<file path="src/rtl/dir_pkg.sv">
package dir_pkg;
  typedef enum logic [2:0] {
    ST_INIT, ST_IDLE, ST_LOOK, ST_MRD1, ST_MRD2, ST_WAIT_ACK, ST_WAIT_RCL
  } dir_st_t;

  localparam logic [1:0] MSG_INV     = 2'd1;
  localparam logic [1:0] MSG_RCL_SHR = 2'd2;
  localparam logic [1:0] MSG_RCL_INV = 2'd3;
endpackage

</file>
<file path="src/rtl/dir_state_ram.sv">
// Directory entry storage: one write port, one synchronous read port.
module dir_state_ram #(
  parameter int DEPTH = 16,
  parameter int W     = 5,
  localparam int AW   = $clog2(DEPTH)
) (
  input  logic          clk,
  input  logic          we,
  input  logic [AW-1:0] waddr,
  input  logic [W-1:0]  wdata,
  input  logic [AW-1:0] raddr,
  output logic [W-1:0]  rdata
);
  logic [W-1:0] mem [DEPTH];

  always_ff @(posedge clk) begin
    if (we) mem[waddr] <= wdata;
    rdata <= mem[raddr];
  end
endmodule

</file>
<file path="src/rtl/dir_owner_find.sv">
// Turns the presence mask of a dirty block into the owner index.
module dir_owner_find #(
  parameter int N  = 4,
  localparam int PW = $clog2(N)
) (
  input  logic [N-1:0]  mask,
  output logic [PW-1:0] idx
);
  always_comb begin
    idx = '0;
    for (int i = 0; i < N; i++)
      if (mask[i]) idx = PW'(i);
  end
endmodule

</file>
<file path="src/rtl/dir_ack_tracker.sv">
// Holds the processors still owing an invalidation acknowledgement.
module dir_ack_tracker #(
  parameter int N  = 4,
  localparam int PW = $clog2(N)
) (
  input  logic          clk,
  input  logic          rst,
  input  logic          load,
  input  logic [N-1:0]  load_mask,
  input  logic          ack_valid,
  input  logic [PW-1:0] ack_src,
  output logic          last_ack
);
  logic [N-1:0] pending, hit_mask, remaining;
  logic         hit;

  always_comb begin
    hit       = ack_valid && pending[ack_src];
    hit_mask  = hit ? (N'(1) << ack_src) : '0;
    remaining = pending & ~hit_mask;
    last_ack  = hit && (remaining == '0);
  end

  always_ff @(posedge clk) begin
    if (rst)       pending <= '0;
    else if (load) pending <= load_mask;
    else           pending <= remaining;
  end
endmodule

</file>
<file path="src/rtl/dir_ctrl.sv">
module dir_ctrl
  import dir_pkg::*;
#(
  parameter int NPROC = 4,
  parameter int NBLK  = 16,
  parameter int DW    = 32,
  localparam int PW   = $clog2(NPROC),
  localparam int AW   = $clog2(NBLK),
  localparam int EW   = NPROC + 1
) (
  input  logic             clk,
  input  logic             rst,
  input  logic             req_valid,
  output logic             req_ready,
  input  logic             req_write,
  input  logic [PW-1:0]    req_src,
  input  logic [AW-1:0]    req_addr,
  output logic             msg_valid,
  output logic [1:0]       msg_kind,
  output logic [NPROC-1:0] msg_dst,
  output logic [AW-1:0]    msg_addr,
  input  logic             rsp_valid,
  input  logic [PW-1:0]    rsp_src,
  input  logic [DW-1:0]    rsp_data,
  output logic             mem_en,
  output logic             mem_we,
  output logic [AW-1:0]    mem_addr,
  output logic [DW-1:0]    mem_wdata,
  input  logic [DW-1:0]    mem_rdata,
  output logic             grant_valid,
  output logic [PW-1:0]    grant_dst,
  output logic             grant_excl,
  output logic [DW-1:0]    grant_data,
  output logic [AW-1:0]    grant_addr
);
  dir_st_t          st;
  logic [AW-1:0]    init_cnt;
  logic [PW-1:0]    cur_src, owner_q;
  logic [AW-1:0]    cur_addr;
  logic             cur_write;
  logic [NPROC-1:0] pres_q;

  logic [EW-1:0]    ent_rd, dw_data;
  logic             dw_en;
  logic [AW-1:0]    dw_addr;
  logic [NPROC-1:0] ent_pres, src_bit, others;
  logic             ent_dirty;
  logic [PW-1:0]    owner_idx;
  logic             trk_load, last_ack, rcl_hit;
  logic [EW-1:0]    new_entry;

  assign req_ready = (st == ST_IDLE);
  assign ent_pres  = ent_rd[NPROC-1:0];
  assign ent_dirty = ent_rd[NPROC];
  assign src_bit   = NPROC'(1) << cur_src;
  assign others    = ent_pres & ~src_bit;
  assign rcl_hit   = (st == ST_WAIT_RCL) && rsp_valid && (rsp_src == owner_q);
  assign new_entry = cur_write ? {1'b1, src_bit} : {1'b0, pres_q | src_bit};
  assign trk_load  = (st == ST_LOOK) && !ent_dirty && cur_write && (others != '0);

  always_comb begin
    dw_en   = 1'b0;
    dw_addr = cur_addr;
    dw_data = new_entry;
    if (st == ST_INIT) begin
      dw_en   = 1'b1;
      dw_addr = init_cnt;
      dw_data = '0;
    end else if (st == ST_MRD2 || rcl_hit) begin
      dw_en = 1'b1;
    end
  end

  dir_state_ram #(.DEPTH(NBLK), .W(EW)) u_ram (
    .clk(clk), .we(dw_en), .waddr(dw_addr), .wdata(dw_data),
    .raddr(req_addr), .rdata(ent_rd)
  );

  dir_owner_find #(.N(NPROC)) u_own (.mask(ent_pres), .idx(owner_idx));

  dir_ack_tracker #(.N(NPROC)) u_trk (
    .clk(clk), .rst(rst), .load(trk_load), .load_mask(others),
    .ack_valid(rsp_valid && st == ST_WAIT_ACK), .ack_src(rsp_src),
    .last_ack(last_ack)
  );

  always_ff @(posedge clk) begin
    if (rst) begin
      st          <= ST_INIT;
      init_cnt    <= '0;
      cur_src     <= '0;
      cur_addr    <= '0;
      cur_write   <= 1'b0;
      owner_q     <= '0;
      pres_q      <= '0;
      msg_valid   <= 1'b0;
      msg_kind    <= '0;
      msg_dst     <= '0;
      msg_addr    <= '0;
      mem_en      <= 1'b0;
      mem_we      <= 1'b0;
      mem_addr    <= '0;
      mem_wdata   <= '0;
      grant_valid <= 1'b0;
      grant_dst   <= '0;
      grant_excl  <= 1'b0;
      grant_data  <= '0;
      grant_addr  <= '0;
    end else begin
      msg_valid   <= 1'b0;
      grant_valid <= 1'b0;
      mem_en      <= 1'b0;
      mem_we      <= 1'b0;
      case (st)
        ST_INIT: begin
          init_cnt <= init_cnt + 1'b1;
          if (init_cnt == AW'(NBLK - 1)) st <= ST_IDLE;
        end
        ST_IDLE: begin
          if (req_valid) begin
            cur_src   <= req_src;
            cur_addr  <= req_addr;
            cur_write <= req_write;
            st        <= ST_LOOK;
          end
        end
        ST_LOOK: begin
          pres_q  <= ent_pres;
          owner_q <= owner_idx;
          if (ent_dirty) begin
            msg_valid <= 1'b1;
            msg_kind  <= cur_write ? MSG_RCL_INV : MSG_RCL_SHR;
            msg_dst   <= ent_pres;
            msg_addr  <= cur_addr;
            st        <= ST_WAIT_RCL;
          end else if (trk_load) begin
            msg_valid <= 1'b1;
            msg_kind  <= MSG_INV;
            msg_dst   <= others;
            msg_addr  <= cur_addr;
            st        <= ST_WAIT_ACK;
          end else begin
            mem_en   <= 1'b1;
            mem_addr <= cur_addr;
            st       <= ST_MRD1;
          end
        end
        ST_WAIT_ACK: begin
          if (last_ack) begin
            mem_en   <= 1'b1;
            mem_addr <= cur_addr;
            st       <= ST_MRD1;
          end
        end
        ST_MRD1: st <= ST_MRD2;
        ST_MRD2: begin
          grant_valid <= 1'b1;
          grant_dst   <= cur_src;
          grant_excl  <= cur_write;
          grant_data  <= mem_rdata;
          grant_addr  <= cur_addr;
          st          <= ST_IDLE;
        end
        ST_WAIT_RCL: begin
          if (rcl_hit) begin
            mem_en      <= 1'b1;
            mem_we      <= 1'b1;
            mem_addr    <= cur_addr;
            mem_wdata   <= rsp_data;
            grant_valid <= 1'b1;
            grant_dst   <= cur_src;
            grant_excl  <= cur_write;
            grant_data  <= rsp_data;
            grant_addr  <= cur_addr;
            st          <= ST_IDLE;
          end
        end
        default: st <= ST_IDLE;
      endcase
    end
  end
endmodule

</file>
<file path="config.mk">
export PLATFORM = sky130hd
export DESIGN_NAME = dir_ctrl
export DESIGN_NICKNAME = d
export VERILOG_FILES = /design/src/rtl/dir_pkg.sv /design/src/rtl/dir_state_ram.sv /design/src/rtl/dir_owner_find.sv /design/src/rtl/dir_ack_tracker.sv /design/src/rtl/dir_ctrl.sv
export SDC_FILE = /design/constraint.sdc
export NUM_CORES = 1
export LEC_CHECK = 0
export ABC_AREA = 1
export BUFFER_PORTS_ARGS = -buffer_cell sky130_fd_sc_hd__buf_2
export CAP_MARGIN = 5
export CORE_MARGIN = 2
export CORE_UTILIZATION = 53
export CTS_CLUSTER_SIZE = 28
export DETAILED_ROUTE_END_ITERATION = 7
export PLACE_DENSITY_LB_ADDON = 0.08
export SKIP_CTS_REPAIR_TIMING = 1
export SYNTH_ARGS = -nofsm -noshare
export SYNTH_HDL_FRONTEND = slang
export SYNTH_SLANG_ARGS = --single-unit
</file>
<file path="constraint.sdc">
create_clock -name clk -period 6.2 [get_ports clk]
set_clock_uncertainty 0.15 [all_clocks]
set_input_delay 0 -clock clk [delete_from_list [all_inputs] [get_ports clk]]
set_output_delay 0 -clock clk [all_outputs]
set_load 0.02 [all_outputs]
</file>
==> flow_summary.yaml <==
run_status:
  status: "complete, but fails checks"
  violations: "hold timing"
cts:
  htree_num_levels: 4
  worstSkewPairLatency_ns: 0.43
  path_clk_slew_ns: 0.07
  clock-sinks: 198
  cts_tree: "done"
  clockBufferDepth: 2
  cts_buffers: 17
  root_buffer: "clkbuf_16"
floorplanning:
  rows: 45
  start_util_pct: 53.65
  die_w_um: 127.4
  io_pins: 167
  design.core.area_um2: 15030
  die_h_um: 127.4
  die_area_um2: 16220
critical_path:
  cp-end-kind: "flip-flop"
  path_cells: "nand3_4 > a211oi_2 > nand2_2 > nand2_2 > buf_4 > inv_2 > nand2_1 > nand3_1 > nor2_1"
  startpoint_type: "flip-flop"
  cpMostUsedCell: "nand2_2"
  crit_family: "simple AND/OR/NAND/NOR gates"
  worst-path-buf-inv: 2
  crit_type: "flip-flop to flip-flop"
  critPathSlowestCell: "nand3_4"
  slowest_delay_ns: 0.59
  critPathMaxFanout: 64
  crit_required_ns: 6.14
  cp.arrival_ns: 3.85
grt:
  grt_pass1_wl_um: 30970
  grt_start_max_net_pins: 74
  grt-ovfl-total: 0
  grt_pass1_vias: 5888
  grtUsageTotal_pct: 24.63
  antenna_found_initial: 0
timing:
  clock.fmax_mhz: 255.7
  slew_viol_final: 0
  rsz0062_at_grt: "false"
  fin_worst_hold_slack_ns: -0.03602
  hold_violations: 1
  worst_pin_slew_ns: 1.169
  finalSetupViolCount: 0
  min_period_ns: 3.911
  fin_setup_tns_ns: 0
  fin_crit_sh_pct: 63.08
  setup_ws_ns: 2.289
  relSlewSlack_pct: 22.07
yosys:
  synthAdderAreaFrac_pct: 0.1551
  synth_nets: 938
  avgSynthCellArea_um2: 9.378
  ys_seq_elements: 198
  netlist_instances: 860
  muxShareOfSynthArea_pct: 2.482
  yosys.area.top_type_share_pct: 29.79
  async_reset_ff_share_pct: 0
  ys_seq_area_share_pct: 59.08
  synth-xor-area-share_pct: 0
  synth-edff-count: 80
  synthSimpleGateAreaFrac_pct: 11.22
  synth_top_area_cell: "edfxtp_1"
  synth_compound_area_share_pct: 19.45
  yosysUniqueCellTypes: 34
  yosys_warnings: 0
  synthFlopType: "dfxtp_1"
  syn_area_um2: 8065
  synth_top_family_by_area: "compound AO/OA/AOI/OAI gates"
  synth_area_leaders: "edfxtp_1, dfxtp_1, o21ai_0"
final_layout:
  final_common_cell: "buf_2"
  finalNetCount: 1177
  syn_to_final_growth_pct: 30.69
  drive_gt1_share_pct: 19.69
  antenna_cells: 0
  layout_common_cells: "buf_2, dfxtp_1, o21ai_0"
routing:
  drt-initial-drc-count: 637
  drc: 0
  finalWirelength_um: 21460
  vias: 6961
  ant_nets: 0
  drt_first_pass_iters: 8
  routedWlPerCell_um: 16.51
  post_drt_via_cell_ratio: 5.355
pwr:
  sequentialPowerShare_pct: 45.2
  p_leak_nw: 4.704
  clkPwrFrac_pct: 30.0
  ir_drop_mv: 0.2552
  p_switching_mw: 1.228
  intPower_mw: 2.597
  p_sw_share_pct: 32.10
  power_density_nw_per_um2: 362.9
  pwr-share-comb_pct: 24.7
job:
  cap_violations: 0
min_path:
  holdCritPathClass: "primary input to flip-flop"
place:
  numPortBuffers: 166
  dp_hpwl_um: 13560
  globalplace.congestion: 0.8331
  post-place-ws_ns: 2.258
==> worst paths after layout <==
kind / startpoint / end / cells after the start / slack [ns]
hold / removal: req_addr[1] / cur_addr[1] / 3 / -0.04
setup / recovery: st[1] / u_ram.mem[2][1] / 9 / 2.29
hold reg to reg: pres_q[0] / pres_q[0] / 2 / 0.32
setup reg to reg: st[1] / u_ram.mem[2][1] / 9 / 2.29
==> cell families (layout without fill, tap and decap cells) <==
group | count (synthesis) | in the layout
AOI/OAI and AO/OA | 279 | 279
and+or+nand+nor | 213 | 213
DFF | 198 | 198
buffers and inverters | 149 | 401
muxes | 20 | 20
adders and majority gates | 1 | 1
==> state kept, by name (all words and copies together), names as in the netlist, 3 cells and up <==
signal and cells:
u_ram.rdata 5, init_cnt 4, grant_data 32, u_ram.mem 80, msg_dst 4, grant_addr 4, cur_addr 4, u_trk.pending 4
mem_addr 4, st 3, msg_addr 4, mem_wdata 32, pres_q 4
==> metrics by stage <==
| stage | power (mW) | utilization (%) | std cells | instance area [um2] |
|---|---|---|---|---|
| 3_5_place_dp | 2.626 | 59.25 | 1166 | 8907 |
| 2_1_floorplan | 2.334 | - | 860 | 8065 |
| 6_report | 3.825 | 70.11 | 1300 | 10540 |
| 4_1_cts | 3.764 | 63.32 | 1198 | 9519 |
| 3_3_place_gp | 2.615 | 59.25 | 1166 | 8907 |
| 5_1_grt | 4.025 | 70.11 | 1300 | 10540 |
==> cells in the mapped netlist, types with 14 or more instances <==
library cell    n
mux2i_1        20
clkbuf_1       28
nor2_1        108
inv_1          93
a21oi_1        86
nand3_1        16
edfxtp_1       80
dfxtp_1       118
buf_2          14
a211oi_1       34
nand2_1        63
o211ai_1       20
o21ai_0       116
==> power groups by stage <==
stage	Clock, mW	Sequential (mW)	Combinational (mW)
after detailed placement	0	1.76	0.871
after floorplan	0	1.82	0.513
after CTS	1.16	1.73	0.874
after global routing	1.22	1.76	1.05
final	1.15	1.73	0.946
after global placement	0	1.75	0.863
==> worst min-delay path: stages <==
cell and delay [ns]:
buf_2 0.23, o21ai_0 0.20, a21oi_1 0.05
==> routing by layer <==
layer,GRT usage (%),vias up,wire [um]
li1,-,3423,-
met1,33.65,3194,9246
met2,38.13,278,10310
met3,5.360,66,1122
met4,10.67,0,781
met5,0,-,0
==> final cells by class <==
type	count	area [um2]
flip-flops and latches	198	4765
inverters	98	367.9
well taps	188	235.2
multi-input cells	513	2686
clock buffers	18	429.2
fillers	1156	4493
repair buffers	271	1874
clock inverters	14	182.7
Note: power is estimated with default switching activity, not from simulation.
